File: config.mk
export PLATFORM = sky130hd
export DESIGN_NAME = priv_sp_unit
export DESIGN_NICKNAME = d
export VERILOG_FILES = /design/src/rtl/priv_pkg.sv /design/src/rtl/priv_gate.sv /design/src/rtl/priv_mode_fsm.sv /design/src/rtl/sp_bank.sv /design/src/rtl/priv_sp_unit.sv
export SDC_FILE = /design/constraint.sdc
export NUM_CORES = 1
export LEC_CHECK = 0
export BUFFER_PORTS_ARGS = -buffer_cell sky130_fd_sc_hd__buf_2
export CORE_ASPECT_RATIO = 1.4
export CORE_MARGIN = 5
export CORE_UTILIZATION = 40
export DETAILED_ROUTE_END_ITERATION = 8
export GPL_ROUTABILITY_DRIVEN = 0
export SLEW_MARGIN = 0
export SYNTH_ARGS = -nofsm -noshare
export SYNTH_HDL_FRONTEND = slang
export SYNTH_HIERARCHICAL = 1
export SYNTH_SLANG_ARGS = --single-unit
File: constraint.sdc
create_clock -name clk -period 4.2 [get_ports clk]
set_clock_uncertainty 0.1 [all_clocks]
set_input_delay 0.42 -clock clk [delete_from_list [all_inputs] [get_ports clk]]
set_output_delay 0.42 -clock clk [all_outputs]
set_load 0.03 [all_outputs]
File: src/rtl/priv_pkg.sv
package priv_pkg;
    typedef enum logic [1:0] {
        ST_USR_I = 2'b00,
        ST_USR_M = 2'b01,
        ST_SUP_I = 2'b10,
        ST_SUP_M = 2'b11
    } mode_state_t;

    typedef enum logic [1:0] {
        SEL_USP = 2'd0,
        SEL_ISP = 2'd1,
        SEL_MSP = 2'd2
    } sp_sel_t;

    typedef enum logic [2:0] {
        OPC_NONE  = 3'd0,
        OPC_OTHER = 3'd1,
        OPC_SRWR  = 3'd2,
        OPC_RTE   = 3'd3,
        OPC_STOP  = 3'd4,
        OPC_RESET = 3'd5,
        OPC_TRAP  = 3'd6
    } op_class_t;
endpackage

File: src/rtl/priv_gate.sv
module priv_gate
    import priv_pkg::*;
(
    input  logic [2:0] op_class,
    input  logic       sup_s,
    output logic       mode_wr_req,
    output logic       priv_viol
);
    logic privileged;

    always_comb begin
        privileged  = 1'b0;
        mode_wr_req = 1'b0;
        unique case (op_class_t'(op_class))
            OPC_SRWR, OPC_RTE: begin
                privileged  = 1'b1;
                mode_wr_req = 1'b1;
            end
            OPC_STOP, OPC_RESET: privileged = 1'b1;
            default: ;
        endcase
        priv_viol = privileged && !sup_s;
    end
endmodule

File: src/rtl/priv_mode_fsm.sv
module priv_mode_fsm
    import priv_pkg::*;
(
    input  logic clk,
    input  logic rst_n,
    input  logic exc_entry,
    input  logic exc_irq,
    input  logic mode_wr_req,
    input  logic new_s,
    input  logic new_m,
    output logic sup_s,
    output logic sup_m,
    output logic saved_s,
    output logic saved_m,
    output logic [1:0] sp_sel
);
    mode_state_t state, state_nx;
    logic        sav_s_q, sav_m_q;

    always_comb begin
        state_nx = state;
        unique case (state)
            ST_USR_I, ST_USR_M: begin
                if (exc_entry)
                    state_nx = exc_irq ? ST_SUP_I
                             : ((state == ST_USR_M) ? ST_SUP_M : ST_SUP_I);
            end
            ST_SUP_I, ST_SUP_M: begin
                if (exc_entry) begin
                    if (exc_irq) state_nx = ST_SUP_I;
                end else if (mode_wr_req) begin
                    state_nx = mode_state_t'({new_s, new_m});
                end
            end
            default: state_nx = ST_SUP_I;
        endcase
    end

    always_ff @(posedge clk) begin
        if (!rst_n) begin
            state   <= ST_SUP_I;
            sav_s_q <= 1'b1;
            sav_m_q <= 1'b0;
        end else begin
            state <= state_nx;
            if (exc_entry) begin
                sav_s_q <= state[1];
                sav_m_q <= state[0];
            end
        end
    end

    always_comb begin
        saved_s = sav_s_q;
        saved_m = sav_m_q;
        unique case (state)
            ST_USR_I: begin sup_s = 1'b0; sup_m = 1'b0; sp_sel = SEL_USP; end
            ST_USR_M: begin sup_s = 1'b0; sup_m = 1'b1; sp_sel = SEL_USP; end
            ST_SUP_I: begin sup_s = 1'b1; sup_m = 1'b0; sp_sel = SEL_ISP; end
            ST_SUP_M: begin sup_s = 1'b1; sup_m = 1'b1; sp_sel = SEL_MSP; end
            default:  begin sup_s = 1'b1; sup_m = 1'b0; sp_sel = SEL_ISP; end
        endcase
    end

    assert_irq_entry_R4: assert property (@(posedge clk) disable iff (!rst_n)
        (exc_entry && exc_irq) |=> (sup_s && !sup_m && saved_s == $past(sup_s)
                                    && saved_m == $past(sup_m)));

    assert_plain_entry_R5: assert property (@(posedge clk) disable iff (!rst_n)
        (exc_entry && !exc_irq) |=> (sup_s && sup_m == $past(sup_m)));

    assert_user_write_ignored_R7: assert property (@(posedge clk) disable iff (!rst_n)
        (!sup_s && mode_wr_req && !exc_entry) |=> $stable(state));

    assert_entry_wins_R9: assert property (@(posedge clk) disable iff (!rst_n)
        (exc_entry && mode_wr_req) |=> sup_s);
endmodule

File: src/rtl/sp_bank.sv
module sp_bank
    import priv_pkg::*;
#(
    parameter int SP_W = 32
) (
    input  logic            clk,
    input  logic            rst_n,
    input  logic [1:0]      sp_sel,
    input  logic            wr_en,
    input  logic [SP_W-1:0] wr_data,
    output logic [SP_W-1:0] rd_data
);
    localparam int NUM_SP = 3;

    logic [SP_W-1:0] sp_q [NUM_SP];

    for (genvar g = 0; g < NUM_SP; g++) begin : g_sp
        always_ff @(posedge clk) begin
            if (!rst_n)
                sp_q[g] <= '0;
            else if (wr_en && sp_sel == g[1:0])
                sp_q[g] <= wr_data;
        end
    end

    always_comb begin
        unique case (sp_sel_t'(sp_sel))
            SEL_USP: rd_data = sp_q[0];
            SEL_ISP: rd_data = sp_q[1];
            SEL_MSP: rd_data = sp_q[2];
            default: rd_data = sp_q[1];
        endcase
    end

    assert_user_sp_kept_R3: assert property (@(posedge clk) disable iff (!rst_n)
        (wr_en && sp_sel != SEL_USP) |=> $stable(sp_q[0]));

    assert_master_sp_kept_R3: assert property (@(posedge clk) disable iff (!rst_n)
        (wr_en && sp_sel != SEL_MSP) |=> $stable(sp_q[2]));
endmodule

File: src/rtl/priv_sp_unit.sv
module priv_sp_unit
    import priv_pkg::*;
#(
    parameter int SP_W = 32
) (
    input  logic            clk,
    input  logic            rst_n,
    input  logic [2:0]      op_class,
    input  logic            new_s,
    input  logic            new_m,
    input  logic            exc_entry,
    input  logic            exc_irq,
    input  logic            sp_wr_en,
    input  logic [SP_W-1:0] sp_wr_data,
    output logic [SP_W-1:0] sp_rd_data,
    output logic [1:0]      sp_sel,
    output logic            sup_s,
    output logic            sup_m,
    output logic            saved_s,
    output logic            saved_m,
    output logic            priv_viol
);
    logic mode_wr_req;

    priv_gate u_gate (
        .op_class   (op_class),
        .sup_s      (sup_s),
        .mode_wr_req(mode_wr_req),
        .priv_viol  (priv_viol)
    );

    priv_mode_fsm u_fsm (
        .clk        (clk),
        .rst_n      (rst_n),
        .exc_entry  (exc_entry),
        .exc_irq    (exc_irq),
        .mode_wr_req(mode_wr_req),
        .new_s      (new_s),
        .new_m      (new_m),
        .sup_s      (sup_s),
        .sup_m      (sup_m),
        .saved_s    (saved_s),
        .saved_m    (saved_m),
        .sp_sel     (sp_sel)
    );

    sp_bank #(.SP_W(SP_W)) u_bank (
        .clk    (clk),
        .rst_n  (rst_n),
        .sp_sel (sp_sel),
        .wr_en  (sp_wr_en),
        .wr_data(sp_wr_data),
        .rd_data(sp_rd_data)
    );

    assert_viol_only_user_R8: assert property (@(posedge clk) disable iff (!rst_n)
        priv_viol |-> !sup_s);

    assert_sel_follows_bits_R2: assert property (@(posedge clk) disable iff (!rst_n)
        (sp_sel == 2'd0) == !sup_s);
endmodule

==> results.ini <==
[grt]
grt_first_pass_wirelength_mm = 15.39
grt_max_degree = 68
grt_remaining_overflow = 0
track_usage = 0.1515
first_global_vias = 3075
grt_antenna_before_repair = 0

[synthesis]
synth_top_area_frac = 0.6514
ys_ff_latch = 100
synth_fp_nets = 423
synthMuxAreaShare = 0.07690
ys_seq_area_frac = 0.6695
synth_top_family_by_area = simple AND/OR/NAND/NOR gates
yosysTopAreaCell = edfxtp_1
syn_area_per_cell_um2 = 11.62
synth_adder_area_share = 0
synth_cell_types = 23
synth-xor-area-share = 0.001979
postSynthCellCount = 381
synth_compound_gate_area_share = 0.04297
yosys.area_share.simple = 0.1640
yosys_warnings = 6
synth_area_leaders = edfxtp_1 (65%), nor2_1 (8.3%), mux2i_1 (7.7%)
syn_area_mm2 = 0.004425

[pwr]
swShare = 0.2411
p_comb_frac = 0.121
ir_worst_vdd_v = 0.0002284
p_int_w = 0.001612
clock_power_share = 0.333
p_per_area_mw_per_mm2 = 410.6
seqPwrFrac = 0.546
cellLeakagePower_nw = 1.980
switching_power_w = 0.0005121

[timing]
post-route-period-util = 0.6929
fin_ws_ns = 1.290
hold_ws_ns = 0.2712
slew_headroom = 0.4189
rsz0062_at_grt = false
setup_violations = 0
fin_setup_tns_ns = 0
worstMarginPinSlew_ns = 0.8717
fmax_mhz = 343.6
maxSlewViolCount = 0
layout_min_cycle_time_ns = 2.910
hold_violations = 0

[clock_network]
cts.sinks = 100
ctsHoldBuffers = 0
tritoncts = done
cts_max_path_buffers = 2
cts_root_buf = clkbuf_16
cts.repair.resized = 0
cts_setup_buffers = 0
path_clk_slew_ns = 0.06
worstSkewPairLatency_ns = 0.33
h-tree-depth = 3
cts-buffers-inserted = 9

[final_layout]
final_cell_mix = nor2_1 (98), edfxtp_1 (96), buf_2 (79), mux2i_1 (34), nand2_1 (34)
layout_commonest_cell = nor2_1
utilization = 0.4761
nets = 489
drive_above_1_share = 0.2323
area_growth_pct = 16.91
n_antenna_cell = 0

[setup_path]
r2r_slack_ns = 1.44
cp.required_ns = 3.68
r2r_end = u_bank/sp_q[0][8]
critPathLaunch = u_fsm/state[1]
worst_setup_path_end_kind = primary output
r2r-start = u_fsm/state[0]
cpPeakStageDelay_ns = 0.56
path_max_fanout = 19
critPathLaunchType = register
crit_path_top_delay_cell = and2_2
crit_chain = and2_2 > buf_4 > mux2i_1 > o21ai_0 > buf_2
ff2ff_path_depth = 5
arrival_ns = 2.39
path_class = reg -> out
critPathCapture = sp_rd_data[24]

[drt]
drc = 0
avgRoutedWirePerCell_um = 16.13
wl_mm = 9.567
firstDrtPassIters = 4
antenna_left = 0
drtIter0Drc = 208
vias_per_cell = 5.012
vias = 2972

[floorplan]
start_util = 0.4073
core_mm2 = 0.01087
rows = 45
die_height_um = 134.5
io_pins = 81
die_w_um = 98.90
die_area_mm2 = 0.01330

[place]
portBuffers = 79
dp_hpwl_mm = 5.802
dp_slack_ns = 1.373

[status]
status = finished clean

[flow_run]
maxCapViolCount = 0

[min_path]
hp-class = in -> reg

## synth_stat cells (all sizes together)
master and number:
a211o 1, a31oi 1, and2 1, and2b 1, buf 21, clkbuf 12
dfxtp 4, edfxtp 96, inv 2, mux2i 34, nand2 34, nand2b 3
nand3 32, nand3b 2, nand4b 1, nor2 98, nor2b 1, o21ai 35
or2 1, xnor2 1
## logic make-up (layout without fill, tap and decap cells)
kind of cell              count (synthesis)  after routing
and+or+nand+nor                         174            174
DFF                                     100            100
buffers and inverters                    35            106
xor gates and xnor gates                  1              1
AOI/OAI and AO/OA                        37             37
muxes                                    34             34
## metrics by stage
stage	cell area, µm²	cells	total power [W]
final	5174	593	0.002124
after global routing	5174	593	0.002215
after CTS	5174	593	0.002148
after detailed placement	4922	577	0.001444
after global placement	4922	577	0.001438
after floorplan	4425	381	0.001355
## layout make-up
cell class / count / area [µm²]
Inverter: 2 / 7.507
Multi-Input combinational cell: 246 / 1313
Fill cell: 1025 / 5693
Sequential cell: 100 / 2963
Tap cell: 141 / 176.4
Clock buffer: 11 / 232.7
Timing Repair Buffer: 88 / 462.9
Clock inverter: 5 / 18.77
## per-layer routing
metal  global-route usage  part of all wire
met1               0.1751              0.40
met4              0.07593             0.027
met5                    0                 0
met3              0.03463             0.061
met2               0.2620              0.52
## power groups by stage
stage,combinational [W],clock [W],sequential (W)
after floorplan,0.000173,0,0.00118
final,0.000257,0.000706,0.00116
after detailed placement,0.000261,0,0.00118
after CTS,0.000262,0.000725,0.00116
after global routing,0.000281,0.000768,0.00117
after global placement,0.000258,0,0.00118
## critical path, delay by kind of cell, from the launching register on
| kind | cells | cell delay [ns] |
|---|---|---|
| compound gates | 1 | 0.22 |
| buf+inv | 2 | 0.69 |
| mux | 1 | 0.12 |
| flops | 1 | 0.45 |
| simple gates | 1 | 0.56 |
## worst min path at each step
stage,to,start,cells after the start,slack (ns)
floorplan,u_fsm/saved_s,rst_n,1,0.38
global placement,u_fsm/saved_s,u_fsm/saved_s,2,0.36
detailed placement,u_fsm/saved_s,u_fsm/saved_s,2,0.38
CTS,u_fsm/state[1],exc_entry,2,0.25
global route,u_fsm/state[1],exc_entry,2,0.28
finish,u_fsm/state[1],exc_entry,2,0.27
## sequential cells by signal, indices dropped and copies added, names as in the netlist
name,count
u_bank/sp_q,96
u_fsm/state,2
u_fsm/saved_m,1
u_fsm/saved_s,1
No activity file was read; power rests on OpenSTA's default activity.
